===== config.mk =====
export PLATFORM = sky130hd
export DESIGN_NAME = swm_bus_master
export DESIGN_NICKNAME = d
export VERILOG_FILES = /design/src/rtl/swm_pkg.sv /design/src/rtl/swm_line_sync.sv /design/src/rtl/swm_us_timer.sv /design/src/rtl/swm_bus_master.sv
export SDC_FILE = /design/constraint.sdc
export NUM_CORES = 1
export LEC_CHECK = 0
export ABC_AREA = 1
export BUFFER_PORTS_ARGS = -buffer_cell sky130_fd_sc_hd__buf_2
export CAP_MARGIN = 20
export CORE_MARGIN = 1
export CORE_UTILIZATION = 45
export CTS_CLUSTER_DIAMETER = 150
export DETAILED_ROUTE_END_ITERATION = 8
export PLACE_DENSITY = 0.64
export SYNTH_ARGS = -nofsm -noshare
export SYNTH_HDL_FRONTEND = slang
export SYNTH_SLANG_ARGS = --single-unit

===== constraint.sdc =====
create_clock -name clk -period 5.9 [get_ports clk]
set_clock_uncertainty 0.15 [all_clocks]
set_input_delay 1.77 -clock clk [delete_from_list [all_inputs] [get_ports clk]]
set_output_delay 1.77 -clock clk [all_outputs]
set_load 0.02 [all_outputs]

===== src/rtl/swm_pkg.sv =====
package swm_pkg;

  typedef enum logic [2:0] {
    OP_NONE  = 3'd0,
    OP_RESET = 3'd1,
    OP_WBIT  = 3'd2,
    OP_RBIT  = 3'd3,
    OP_WBYTE = 3'd4,
    OP_RBYTE = 3'd5
  } swm_op_e;

  // codes outside 1..5 launch nothing
  function automatic logic op_known(input logic [2:0] code);
    return (code >= 3'd1) && (code <= 3'd5);
  endfunction

  function automatic logic op_reads(input swm_op_e op);
    return (op == OP_RBIT) || (op == OP_RBYTE);
  endfunction

  function automatic logic op_bytewide(input swm_op_e op);
    return (op == OP_WBYTE) || (op == OP_RBYTE);
  endfunction

  // length of the low pulse that opens a slot, in microseconds
  function automatic int unsigned low_span_us(input swm_op_e op, input logic bit_val,
                                              input int unsigned rst_low,
                                              input int unsigned w0_low,
                                              input int unsigned w1_low,
                                              input int unsigned rd_low);
    case (op)
      OP_RESET:          return rst_low;
      OP_WBIT, OP_WBYTE: return bit_val ? w1_low : w0_low;
      OP_RBIT, OP_RBYTE: return rd_low;
      default:           return 0;
    endcase
  endfunction

endpackage


===== src/rtl/swm_line_sync.sv =====
module swm_line_sync #(
  parameter int unsigned STAGES = 2
) (
  input  logic clk,
  input  logic rst_n,
  input  logic line_in,
  output logic line_out
);
  logic [STAGES-1:0] sh_q;

  // wire idles high, so the chain resets to ones
  always_ff @(posedge clk) begin
    if (!rst_n) sh_q <= '1;
    else        sh_q <= {sh_q[STAGES-2:0], line_in};
  end

  assign line_out = sh_q[STAGES-1];
endmodule


===== src/rtl/swm_us_timer.sv =====
module swm_us_timer #(
  parameter int unsigned CLKS_PER_US = 250,
  parameter int unsigned UW          = 10
) (
  input  logic          clk,
  input  logic          rst_n,
  input  logic          restart,
  input  logic          run,
  output logic [UW-1:0] us_cnt,
  output logic          on_edge,
  output logic          us_tick
);
  localparam int unsigned PW = (CLKS_PER_US > 1) ? $clog2(CLKS_PER_US) : 1;
  localparam logic [PW-1:0] PRE_LAST = PW'(CLKS_PER_US - 1);

  logic [PW-1:0] pre_q;

  assign on_edge = (pre_q == '0);
  assign us_tick = run && (pre_q == PRE_LAST);

  always_ff @(posedge clk) begin
    if (!rst_n || restart) begin
      pre_q  <= '0;
      us_cnt <= '0;
    end else if (run) begin
      if (pre_q == PRE_LAST) begin
        pre_q  <= '0;
        us_cnt <= us_cnt + 1'b1;
      end else begin
        pre_q <= pre_q + 1'b1;
      end
    end
  end

  // a restarted slot begins at an exact microsecond boundary
  assert_restart_aligned_R4: assert property (@(posedge clk) disable iff (!rst_n)
    restart |=> (us_cnt == '0) && on_edge);
endmodule


===== src/rtl/swm_bus_master.sv =====
module swm_bus_master
  import swm_pkg::*;
#(
  parameter int unsigned CLKS_PER_US  = 250,
  parameter int unsigned DATA_W       = 8,
  parameter int unsigned RST_LOW_US   = 480,
  parameter int unsigned PRES_WAIT_US = 70,
  parameter int unsigned RST_TAIL_US  = 410,
  parameter int unsigned SLOT_US      = 65,
  parameter int unsigned RECOVER_US   = 5,
  parameter int unsigned W1_LOW_US    = 6,
  parameter int unsigned W0_LOW_US    = 60,
  parameter int unsigned RD_LOW_US    = 6,
  parameter int unsigned RD_SAMPLE_US = 15,
  parameter int unsigned SYNC_STAGES  = 2
) (
  input  logic              clk,
  input  logic              rst_n,
  input  logic [2:0]        op_code,
  input  logic              start,
  input  logic [DATA_W-1:0] wr_data,
  input  logic              bus_line,
  output logic              bus_drive_low,
  output logic              busy,
  output logic              presence,
  output logic [DATA_W-1:0] rd_data
);
  localparam int unsigned RST_TOTAL = RST_LOW_US + PRES_WAIT_US + RST_TAIL_US;
  localparam int unsigned BIT_TOTAL = SLOT_US + RECOVER_US;
  localparam int unsigned MAX_TOTAL = (RST_TOTAL > BIT_TOTAL) ? RST_TOTAL : BIT_TOTAL;
  localparam int unsigned UW        = $clog2(MAX_TOTAL + 1);
  localparam int unsigned IW        = (DATA_W > 1) ? $clog2(DATA_W) : 1;

  swm_op_e           op_q;
  logic              busy_q, pres_q;
  logic [IW-1:0]     idx_q;
  logic [DATA_W-1:0] wr_q, rd_q;

  logic [UW-1:0] us_cnt, low_us, end_us, samp_us;
  logic          on_edge, us_tick, line_s;
  swm_op_e       op_in;

  // named events, shared by the sequencer and the assertions
  logic accept, slot_done, last_slot, op_finish, next_slot, sample_evt, cur_bit;

  swm_line_sync #(.STAGES(SYNC_STAGES)) u_sync (
    .clk(clk), .rst_n(rst_n), .line_in(bus_line), .line_out(line_s));

  swm_us_timer #(.CLKS_PER_US(CLKS_PER_US), .UW(UW)) u_timer (
    .clk(clk), .rst_n(rst_n), .restart(accept || next_slot), .run(busy_q),
    .us_cnt(us_cnt), .on_edge(on_edge), .us_tick(us_tick));

  assign op_in   = swm_op_e'(op_code);
  assign cur_bit = wr_q[idx_q];
  assign low_us  = UW'(low_span_us(op_q, cur_bit, RST_LOW_US, W0_LOW_US, W1_LOW_US, RD_LOW_US));
  assign end_us  = (op_q == OP_RESET) ? UW'(RST_TOTAL) : UW'(BIT_TOTAL);
  assign samp_us = (op_q == OP_RESET) ? UW'(RST_LOW_US + PRES_WAIT_US) : UW'(RD_SAMPLE_US);

  assign accept     = start && !busy_q && op_known(op_code);
  assign slot_done  = busy_q && us_tick && (us_cnt == end_us - UW'(1));
  assign last_slot  = !op_bytewide(op_q) || (idx_q == IW'(DATA_W - 1));
  assign op_finish  = slot_done && last_slot;
  assign next_slot  = slot_done && !last_slot;
  assign sample_evt = busy_q && on_edge && (us_cnt == samp_us) &&
                      ((op_q == OP_RESET) || op_reads(op_q));

  assign bus_drive_low = busy_q && (us_cnt < low_us);
  assign busy          = busy_q;
  assign presence      = pres_q;
  assign rd_data       = rd_q;

  always_ff @(posedge clk) begin
    if (!rst_n) begin
      busy_q <= 1'b0;
      op_q   <= OP_NONE;
      idx_q  <= '0;
      wr_q   <= '0;
      rd_q   <= '0;
      pres_q <= 1'b0;
    end else if (accept) begin
      busy_q <= 1'b1;
      op_q   <= op_in;
      idx_q  <= '0;
      wr_q   <= wr_data;
      if (op_reads(op_in))     rd_q   <= '0;
      if (op_in == OP_RESET)   pres_q <= 1'b0;
    end else begin
      if (op_finish) busy_q <= 1'b0;
      if (next_slot) idx_q  <= idx_q + 1'b1;
      if (sample_evt) begin
        if (op_q == OP_RESET) pres_q      <= !line_s;
        else                  rd_q[idx_q] <= line_s;
      end
    end
  end

  // ---- assertions ----
  assert_start_ignored_R8: assert property (@(posedge clk) disable iff (!rst_n)
    busy_q && !op_finish |=> busy_q && (op_q == $past(op_q)));

  assert_presence_hold_R3: assert property (@(posedge clk) disable iff (!rst_n)
    !accept && !(sample_evt && (op_q == OP_RESET)) |=> $stable(pres_q));

  assert_low_starts_slot_R4: assert property (@(posedge clk) disable iff (!rst_n)
    $rose(bus_drive_low) |-> (us_cnt == '0) && on_edge);

  assert_sample_released_R5: assert property (@(posedge clk) disable iff (!rst_n)
    sample_evt |-> !bus_drive_low);

  assert_byte_advance_R6: assert property (@(posedge clk) disable iff (!rst_n)
    next_slot |=> busy_q && (idx_q == IW'($past(idx_q) + 1'b1)));

  assert_finish_release_R2: assert property (@(posedge clk) disable iff (!rst_n)
    op_finish |=> !busy_q && !bus_drive_low);
endmodule


# Word-level counts from Yosys, hierarchy flattened
# Index checks and enable logic that the tools add are counted.
# totals
regBits	44
in_bits	15
out_inout_bits	11
wordCells	89
# op_classes
add_sub_neg	4
order_cmp	5
eq_ne	15
n_mux	20
bitwise	1
reduce_logical	35
# ops
op	count
$mux W8	5
$pmux W9 S3	1
$eq A10 B10 Y1	2
$mux W10	2
$logic_and A1 B1 Y1	13
$eq A3 B3 Y1 const B	4
$add A10 B1 Y10 const B	1
$lt A10 B10 Y1	1
$sub A10 B1 Y10 const B	1
$eq A3 B2 Y1 const B	3
$add A8 B1 Y8 const B	1
$bwmux W8	1
$eq A8 B8 Y1 const B	1
$logic_not A8 Y1	1
$mux W1	8
$logic_or A1 B1 Y1	7
$eq A3 B1 Y1 const B	2
$ge A3 B1 Y1 const B	2
$mux W6	1
$reduce_and A3 Y1	2
$reduce_bool A2 Y1	3
$reduce_or A2 Y1	3
$logic_not A1 Y1	5
$lt A3 B4 Y1 const B	1
other kinds (8)	9

# Logic depth before layout (Yosys ltp)
# Gate-level depths: netlist (run 1).
# logic_depth
depth_word	8
ltp_mapped	15
depth_no_buf	14

# Modules after synthesis
# A second synthesis (run 1) with hierarchy kept.
# hier_totals
hier_cells	382
hier_area_um2	2643.8
# modules_own_cells
mod	n_inst	cells_per_inst	area_each_um2	seq_area_each_um2
swm_bus_master	1	238	1627.8	480.5
swm_us_timer	1	138	960.9	360.3
swm_line_sync	1	6	55.1	40.0

# Worst setup path after synthesis (run 1)
# Ideal clock, no wire load.
# synth_path
path_kind	register to output
start	register idx_q[0]
end	output port bus_drive_low
arrival_time_ns	2.230
slack_ns	1.750
stages_incl_launch_ff	15
path_buffers	1
cell_sequence	dfxtp_1 > buf_2 > o21ai_0 > nand2_1 > nand2_1 > nand2_1 > nand3_1 > or2_2 > nand2_1 > inv_1 > ha_1 > a21oi_1 > o21ai_0 > a21o_1 > a21oi_1
# synth_via
elab_chain_len	6
# synth_lines
element	line_no	text
from (decl)	swm_bus_master.sv:36	logic [IW-1:0] idx_q;
from (signal assigned)	swm_bus_master.sv:89	if (next_slot) idx_q <= idx_q + 1'b1;
$bmux W1 S3	swm_bus_master.sv:54	assign cur_bit = wr_q[idx_q];
$mux W1 (not written as such)	swm_bus_master.sv:54	
$mux W6	swm_pkg.sv:33	OP_WBIT, OP_WBYTE: return bit_val ? w1_low : w0_low;
$pmux W9 S3	swm_pkg.sv:31	case (op)
$lt A10 B10 Y1	swm_bus_master.sv:67	assign bus_drive_low = busy_q && (us_cnt < low_us);
$logic_and A1 B1 Y1	swm_bus_master.sv:67	
to (decl)	swm_bus_master.sv:23	output logic bus_drive_low,
# No other way between the ends. The select of a mux whose other input is x is not followed.

# Worst setup path in the final report (run 1)
# Ends and elaborated chain as after synthesis.

==> results of run 1 <==
[area by class of cell]
cell class	count	area (um^2)
clock buffers	5	68.8
clock inverters	3	46.3
fillers	601	2670
inverters	45	169
multi-input cells	268	1530
flip-flops and latches	44	881
well taps	72	90.1
repair buffers	25	125
[kinds of logic (layout without fill, tap and decap cells)]
family / Yosys count / in the layout
AOI/OAI and AO/OA: 61 / 61
and+or+nand+nor: 183 / 183
DFF: 44 / 44
adders and majority gates: 13 / 13
xor gates and xnor gates: 11 / 11
buffers and inverters: 54 / 78
[worst register-to-register path, stage by stage (launching register included)]
cell and delay (ns):
dfxtp_1 0.37, inv_2 0.11, nand3_4 0.16, ha_1 0.35
nand2_1 0.08, a21oi_1 0.12, nand3_1 0.11, nor2_1 0.16
nand3_2 0.18, nand2_4 0.23, a21oi_1 0.06, and2_1 0.13
[worst min-delay path by stage]
stage / from / cells after the start / slack [ns] / endpoint
final: u_sync.sh_q[0]$_SDFF_PN1_ / 1 / 0.27 / u_sync.sh_q[1]$_SDFF_PN1_
after global routing: u_sync.sh_q[0]$_SDFF_PN1_ / 1 / 0.30 / u_sync.sh_q[1]$_SDFF_PN1_
after CTS: u_sync.sh_q[0]$_SDFF_PN1_ / 1 / 0.28 / u_sync.sh_q[1]$_SDFF_PN1_
after detailed placement: u_sync.sh_q[0]$_SDFF_PN1_ / 1 / 0.26 / u_sync.sh_q[1]$_SDFF_PN1_
after global placement: u_sync.sh_q[0]$_SDFF_PN1_ / 1 / 0.25 / u_sync.sh_q[1]$_SDFF_PN1_
after floorplan: u_sync.sh_q[0]$_SDFF_PN1_ / 1 / 0.24 / u_sync.sh_q[1]$_SDFF_PN1_
[per-stage QoR]
stage	power [mW]	setup WS, ns	area (um^2)
3_5_place_dp	0.403	1.59	2790
4_1_cts	0.644	1.24	2910
5_1_grt	0.669	0.939	2910
2_1_floorplan	0.388	1.75	2650
6_report	0.636	1.25	2910
3_3_place_gp	0.401	1.70	2790
[power by group]
group          internal (mW)  leakage (nW)  switching, mW
Sequential             0.305         0.357        0.00651
Combinational         0.0297         0.759         0.0547
Clock                  0.128        0.0548          0.113
[flip-flops by register name (all words and copies together) (netlist names)]
name            flops
busy                1
idx_q               3
op_q                3
presence            1
rd_data             8
u_sync.sh_q         2
u_timer.pre_q       8
u_timer.us_cnt     10
wr_q                8
[layout by cell type (no fill, tap or decap), types with 2 or more instances in the layout]
cell,n
clkbuf_8,5
inv_2,6
nand3_2,2
xor2_1,10
nor3_1,13
ha_1,13
nand2_1,73
buf_2,25
dfxtp_1,44
inv_1,38
o22ai_1,2
nor3_2,2
nand3_1,26
or2_2,10
o32ai_1,2
o21ai_0,17
nor4_4,2
nor2_1,28
nand4_1,11
a21oi_1,36
nand2_4,3
nor2_2,4
nand2_2,3
[cell usage after synthesis (4+ instances only)]
library cell	instances	area, um^2
nand2_1	73	274
dfxtp_1	44	881
inv_1	38	143
a21oi_1	36	180
nor2_1	28	105
nand3_1	26	130
o21ai_0	17	85.1
ha_1	13	163
nor3_1	13	65.1
nand4_1	11	68.8
or2_2	10	62.6
xor2_1	10	87.6
inv_2	6	22.5
nor2_2	4	25.0
[layer usage]
metal  wire (um)  vias up  global-route usage
li1            -     1255                   -
met1        2810     1057               0.260
met2        2400       34               0.306
met3         178        6              0.0360
met4          51        0              0.0667
met5           0        -                   0
==> impl_metrics.toml, run 1 <==
[floorplan]
io-pin-count = 26
placementRows = 27
core_area_um2 = 5570
start_util = 0.475
die_area_um2 = 6190
die_w_um = 78.7
fp.dieH_um = 78.7

[logic_synthesis]
synth_compound_area_frac = 0.123
ys_ff_latch = 44
synth_warnings = 0
yosys_most_used_dff = "dfxtp_1"
synth_adder_area_share = 0.0615
async_flop_share = 0
synth_edf_count = 0
synth_simple_gate_area_frac = 0.355
synth_top_family_by_area = "simple AND/OR/NAND/NOR gates"
syn-instance-count = 366
yosysSeqAreaShare = 0.333
synth.distinct_cells = 37
synth_xor_area_frac = 0.0364
syn_area_per_cell_um2 = 7.23
netlist_area_um2 = 2650
syn_nets = 394
synth_mux_area_frac = 0

[timing]
setup_viol = 0
rsz0062_at_grt = "false"
worst_slew_pin_slew_ns = 0.632
tns_ns = 0
hold_ws_ns = 0.273
hold_viol_final = 0
max_slew_margin = 0.578
min_period_over_period = 0.789
min_period_ns = 4.65
finalMaxSlewViolations = 0
fmax_mhz = 215

[finish]
fin_cells = 462
diodes = 0
area_delta_synth_final_pct = 9.84
drive_gt1_frac = 0.179
utilization = 0.521
num-nets-final = 417

[clock_tree]
clk_pin_slew_worst_paths_ns = 0.09
cts.path.max_buffers = 2
htree_levels = 2
clkLatencyLatePin_ns = 0.31
hold_buffers = 0
cts_resized = 0
cts_tree = "yes"
cts_buffers = 5
cts_root_buf = "clkbuf_8"
post-cts-setup-buffer-count = 0
clock_sinks = 44

[placement]
gp_congestion = 0.859
place_hpwl_mm = 4.10
place_inst = 454
numPortBuffers = 25

[setup_path]
crit_arrival_ns = 2.73
cpLargestDelayFamily = "compound AO/OA/AOI/OAI gates"
cp_common_cell = "nand2_1"
crit_start = "idx_q[0]$_SDFFE_PP0P_"
crit_buf_inv = 2
crit_type = "register to primary output"
path_depth = 14
regToRegSetupSlack_ns = 3.58
reg2reg_from = "op_q[1]$_SDFFE_PN0P_"
worstSetupEndpoint = "bus_drive_low"
start_kind = "register"
path_max_fanout = 15
slowest_delay_ns = 0.59
path_cells = "o21ai_0 -> nand2_1 -> nand2_1 -> nand2_1 -> nand3_1 -> or2_2 -> nand2_1 -> inv_1 -> ha_1 -> a21oi_1 -> o21ai_0 -> a21o_1 -> a21oi_1 -> buf_2"
worstRegToRegCells = 11
cp_slowest_cell = "dfxtp_1"
cp.required_ns = 3.98
reg2reg_to = "u_timer.us_cnt[6]$_SDFFE_PP0P_"
critical_path.endpoint_type = "primary output"

[power]
power.density_nw_per_um2 = 219
ir_worst_vdd_mv = 0.141
leakagePower_nw = 1.17

[route]
drt_iter0_drc = 84
ant_nets = 0
via_per_inst = 5.09
post_drt_wl_per_cell_um = 11.8
remaining_drc_errors = 0
drt-total-wl_mm = 5.43
vias = 2352
drt_pass1_iterations = 4

[grt]
grt_pass1_wl_mm = 9.43
grt_start_max_net_pins = 21
grt_overflow = 0
grt_pass1_vias = 2109
antenna_found_initial = 0
grt.total_usage = 0.193

[worst_hold_path]
hold_path_class = "register to register"

[run_status]
status = "completed"

[flow_run]
cap_violations = 0
(Power assumes the default switching activity.)
==> run 2: changes to the inputs <==
--- a/config.mk
+++ b/config.mk
@@ -12,7 +12,7 @@
 export CORE_UTILIZATION = 45
 export CTS_CLUSTER_DIAMETER = 150
 export DETAILED_ROUTE_END_ITERATION = 8
-export PLACE_DENSITY = 0.64
+export PLACE_DENSITY = 0.67
 export SYNTH_ARGS = -nofsm -noshare
 export SYNTH_HDL_FRONTEND = slang
 export SYNTH_SLANG_ARGS = --single-unit
==> constraint.sdc (replaced) <==
create_clock -name clk -period 4 [get_ports clk]
set_clock_uncertainty 0.15 [all_clocks]
set_input_delay 1.2 -clock clk [delete_from_list [all_inputs] [get_ports clk]]
set_output_delay 1.2 -clock clk [all_outputs]
set_load 0.02 [all_outputs]
==> impl_metrics.toml, run 2 (same netlist as run 1, synthesis figures left out) <==
[timing]
max_slew_margin = 0.583
tns_ns = 0
hold_ws_ns = 0.268
hold_viol_final = 0
rsz0062_at_grt = "false"
setup_ws_ns = 0.224
worst_slew_pin_slew_ns = 0.625
min_period_ns = 3.78
min_period_over_period = 0.944
finalMaxSlewViolations = 0
fmax_mhz = 265
setup_viol = 0

[finish]
final-seq-area_um2 = 887
utilization = 0.521
final_area_um2 = 2900
multi_input_area_um2 = 1530
fin_cells = 463
largest_register_ffs = 10
final_cell_mix = "nand2_1 (73), dfxtp_1 (41), inv_1 (37)"
num-nets-final = 418
drive_gt1_frac = 0.192
area_delta_synth_final_pct = 9.79
final_common_cell = "nand2_1"
largest-register = "u_timer.us_cnt"
diodes = 0
nFillCells = 586

[floorplan]
core_area_um2 = 5570
die_w_um = 78.7
die_area_um2 = 6190
placementRows = 27
io-pin-count = 26
fp.dieH_um = 78.7
start_util = 0.475

[clock_tree]
cts.path.max_buffers = 2
clock_sinks = 44
cts_root_buf = "clkbuf_8"
clk_pin_slew_worst_paths_ns = 0.09
htree_levels = 2
cts_buffers = 5
clkLatencyLatePin_ns = 0.29
cts_tree = "yes"

[route]
drt_iter0_drc = 109
drt-total-wl_mm = 5.52
remaining_drc_errors = 0
post_drt_wl_per_cell_um = 11.9
vias = 2352
via_per_inst = 5.08
ant_nets = 0
drt_pass1_iterations = 4

[setup_path]
cp.required_ns = 2.65
reg2reg_to = "u_timer.us_cnt[6]$_SDFFE_PP0P_"
crit_type = "register to primary output"
critical_path.endpoint_type = "primary output"
crit_arrival_ns = 2.43
worstRegToRegCells = 11
path_max_fanout = 9
regToRegSetupSlack_ns = 1.69
reg2reg_from = "op_q[2]$_SDFFE_PN0P_"
start_kind = "register"

[grt]
antenna_found_initial = 0
grt_pass1_wl_mm = 9.65
grt_pass1_vias = 2143
grt.total_usage = 0.196
grt_start_max_net_pins = 21
grt_overflow = 0

[run_status]
status = "completed"

[placement]
numPortBuffers = 25
pre_cts_ws_ns = 0.212
place_hpwl_mm = 4.08
place_inst = 454
placed_cell_area_um2 = 2790
gp_congestion = 0.873

[worst_hold_path]
hold_depth = 1
worstHoldStart = "u_sync.sh_q[0]$_SDFF_PN1_"
hold_path_class = "register to register"
holdPathEnd = "u_sync.sh_q[1]$_SDFF_PN1_"

[power]
power.density_nw_per_um2 = 302
ir_worst_vdd_mv = 0.148
p_int_mw = 0.635
power_frac_seq = 0.522
p_comb_frac = 0.146
switchingPower_mw = 0.244
leakagePower_nw = 1.17
clkPwrFrac = 0.332
netSwitchingFraction = 0.277
p_total_mw = 0.878

[flow_run]
cap_violations = 0
-- run 2: cell types whose count changed in the layout (fill, tap and decap cells not counted), sizes merged --
cell and change:
clkbuf +2, buf +1, bufinv -1, inv -1
-- run 2: timing repair --
action | in CTS | in global routing
buffers inserted | 0 | 1
gates resized for setup | 2 | 6
setup endpoints to repair | 1 | 1
hold buffers | 0 | 0
hold endpoints to repair | 0 | 0
-- run 2: final cells by class --
class,count,share of cell area
tap,72,0.0310
inverter,45,0.0582
timing repair buffer,26,0.0457
multi-input combinational,268,0.527
clock buffer,7,0.0297
sequential,44,0.305
clock inverter,1,0.00259
-- run 2: power by group through the flow --
stage	Clock (mW)	Combinational [mW]	Sequential, mW
final	0.292	0.128	0.458
after global routing	0.319	0.146	0.460
after CTS	0.302	0.127	0.459
after detailed placement	0	0.126	0.469
after global placement	0	0.122	0.469
after floorplan	0	0.104	0.467
-- run 2: how the worst max path moves through the flow --
stage,cells after the start,start,slack (ns),end
floorplan,14,idx_q[0]$_SDFFE_PP0P_,0.42,bus_drive_low
global placement,14,idx_q[0]$_SDFFE_PP0P_,0.31,bus_drive_low
detailed placement,14,idx_q[0]$_SDFFE_PP0P_,0.21,bus_drive_low
CTS,14,idx_q[0]$_SDFFE_PP0P_,0.01,bus_drive_low
global route,15,idx_q[0]$_SDFFE_PP0P_,0.07,bus_drive_low
finish,15,idx_q[0]$_SDFFE_PP0P_,0.22,bus_drive_low
-- run 2: metal layers --
metal  vias up  global-route usage  share of wire  wire (um)
met5         -                   0              0          0
met4         0              0.0556         0.0063         35
met3         2              0.0384          0.032        178
met2        39               0.305           0.44       2430
met1      1050               0.273           0.52       2880
li1       1261                   -              -          -
-- run 2: worst max-delay path, stage by stage (launching register included) --
cell and delay [ns]:
dfxtp_4 0.38, nand2_1 0.07, o21ai_0 0.08, nand2_1 0.06
nand2_1 0.05, nand2_1 0.05, nand3_1 0.08, or2_4 0.25
nand2_1 0.06, inv_1 0.05, ha_1 0.31, a21oi_2 0.14
o21ai_0 0.09, a21o_1 0.16, a21oi_1 0.14, buf_4 0.16
==> run 3: changes to the inputs <==
--- a/config.mk
+++ b/config.mk
@@ -9,10 +9,11 @@
 export BUFFER_PORTS_ARGS = -buffer_cell sky130_fd_sc_hd__buf_2
 export CAP_MARGIN = 20
 export CORE_MARGIN = 1
-export CORE_UTILIZATION = 45
+export CORE_UTILIZATION = 53
 export CTS_CLUSTER_DIAMETER = 150
 export DETAILED_ROUTE_END_ITERATION = 8
-export PLACE_DENSITY = 0.67
+export PLACE_DENSITY = 0.77
 export SYNTH_ARGS = -nofsm -noshare
 export SYNTH_HDL_FRONTEND = slang
+export SYNTH_HIERARCHICAL = 1
 export SYNTH_SLANG_ARGS = --single-unit
==> impl_metrics.toml, run 3 <==
[floorplan]
die_area_um2 = 5270
io-pin-count = 26
placementRows = 25
fp.dieH_um = 72.6
core_area_um2 = 4750
die_w_um = 72.6
start_util = 0.556

[clock_tree]
clkLatencyLatePin_ns = 0.30
clock_sinks = 44
cts.path.max_buffers = 2
cts_root_buf = "clkbuf_8"
cts_buffers = 5
cts_tree = "yes"
clk_pin_slew_worst_paths_ns = 0.08
htree_levels = 2

[logic_synthesis]
synth_common_cells = "nand2_1 (78), dfxtp_1 (44), inv_1 (44), nand3_1 (38)"
syn_nets = 410
async_flop_share = 0
netlist.area_leader.share = 0.333
netlist_area_um2 = 2640
yosys-top-cells-area = "dfxtp_1 (33%), nand2_1 (11%), nand3_1 (7.2%)"
synth_top_cell_by_area = "dfxtp_1"
syn_area_per_cell_um2 = 6.92
synth_warnings = 6
yosys_most_used_dff = "dfxtp_1"
ys_ff_latch = 44
synth_edf_count = 0
synth.distinct_cells = 38
yosysSeqAreaShare = 0.333
syn-instance-count = 382
yosysMostFrequentCell = "nand2_1"

[setup_path]
path_max_fanout = 6
crit_type = "register to primary output"
path_cells = "inv_2 -> nand3_2 -> inv_2 -> nand2_1 -> o21ai_1 -> a21oi_1 -> nand3_1 -> or2_1 -> buf_4 -> ha_1 -> nand2_1 -> o21ai_1 -> a21oi_1 -> nand2_1 -> nor2_1 -> buf_4"
cp_slowest_cell = "dfxtp_4"
cp_common_cell = "nand2_1"
slowest_delay_ns = 0.38
cp.required_ns = 2.65
crit_arrival_ns = 2.49
critical_path.endpoint_type = "primary output"
start_kind = "register"

[timing]
max_slew_margin = 0.585
min_period_over_period = 0.959
finalMaxSlewViolations = 0
fmax_mhz = 261
worst_slew_pin_slew_ns = 0.622
hold_ws_ns = 0.261
min_period_ns = 3.84
hold_viol_final = 0
setup_viol = 0

[finish]
fin_cells = 478
diodes = 0
final_cell_mix = "nand2_1 (78), inv_1 (43), dfxtp_1 (41)"
utilization = 0.633
final_area_um2 = 3010
nFillCells = 452
final_common_cell = "nand2_1"
drive_gt1_frac = 0.195
largest-register = "u_timer/us_cnt"
num-nets-final = 439
area_delta_synth_final_pct = 13.9
largest_register_ffs = 10

[placement]
numPortBuffers = 25
gp_congestion = 0.906
place_hpwl_mm = 4.06
place_inst = 468
placed_cell_area_um2 = 2810

[power]
power.density_nw_per_um2 = 329
ir_worst_vdd_mv = 0.232
leakagePower_nw = 1.33

[grt]
grt_pass1_wl_mm = 9.52
grt_busiest_layer = "met2"
grt.total_usage = 0.228
grt_start_max_net_pins = 33
grt_overflow = 0
use_met1 = 0.323
antenna_found_initial = 0
grt_use_met3 = 0.0428
grt_pass1_vias = 2177
use_met2 = 0.348

[route]
drt_pass1_iterations = 4
ant_nets = 0
via_per_inst = 5.25
remaining_drc_errors = 0
post_drt_wl_per_cell_um = 11.8
drt_iter0_drc = 200
drt-total-wl_mm = 5.66
vias = 2508

[worst_hold_path]
hold_path_class = "register to register"

[run_status]
status = "completed"

[flow_run]
cap_violations = 0
[run 3: cell count changes after synthesis, moves of 3 or more]
cell / change
nor2_4: +4
o21ai_1: +5
nor2_1: +8
nand3_1: +12
o21ai_0: -7
xor2_1: -9
inv_1: +6
nand2_2: +3
or2_2: -10
nand2_1: +5
nor3_1: -4
[run 3: area by class of cell]
cell class	instances	area [um^2]	share of cell area
multi-input cells	277	1540	0.512
flip-flops and latches	44	892	0.296
inverters	53	200	0.0665
repair buffers	30	165	0.0549
well taps	67	83.8	0.0278
clock buffers	5	68.8	0.0229
clock inverters	2	60.1	0.0200
[run 3: power by group]
group          switching (mW)  internal [mW]
registers             0.00950          0.448
logic                  0.0907         0.0496
clock network           0.148          0.246
total                   0.248          0.744
[run 3: per-layer routing]
layer,part of all wire,vias to the layer above
li1,-,1308
met1,0.48,1125
met2,0.44,66
met3,0.060,9
met4,0.014,0
met5,0,-
[run 3: worst max-delay path: cells and delay by family, from the launching register on]
family / cells / cell delay, ns
simple gates: 7 / 0.75
fa+ha+maj: 1 / 0.27
flops: 1 / 0.38
buf+inv: 4 / 0.41
compound gates: 4 / 0.39
[run 3: timing repair]
item,CTS,global route
buffers inserted,0,3
hold buffers,0,0
endpoints found under the setup margin,0,1
hold endpoints to repair,0,0
gates resized for setup,0,15
[run 3: kinds of logic (layout without fill, tap and decap cells)]
logic type	Yosys count	in the layout	synth area share
fa+ha+maj	13	13	0.0615
xor+xnor	4	4	0.0133
compound gates	61	61	0.126
buf+inv	61	90	0.0984
mux	1	1	0.00379
simple gates	198	198	0.363
flops	44	44	0.333
[run 3: stage by stage]
step | power (mW) | setup slack (ns) | TNS [ns]
global route | 1.04 | -0.0181 | -0.0181
detailed placement | 0.603 | 0.363 | 0
finish | 0.991 | 0.165 | 0
global placement | 0.600 | 0.444 | 0
CTS | 0.995 | 0.0248 | 0
floorplan | 0.572 | 0.520 | 0
[run 3: final timing paths]
kind | from | slack [ns] | depth (start not counted) | end
setup / recovery | idx_q[0]$_SDFFE_PP0P_ | 0.16 | 16 | bus_drive_low
hold / removal | u_sync/sh_q[0]$_SDFF_PN1_ | 0.26 | 2 | u_sync/sh_q[1]$_SDFF_PN1_
setup reg to reg | busy$_SDFFE_PN0P_ | 1.30 | 17 | u_timer/us_cnt[5]$_SDFFE_PP0P_
hold reg to reg | u_sync/sh_q[0]$_SDFF_PN1_ | 0.26 | 2 | u_sync/sh_q[1]$_SDFF_PN1_
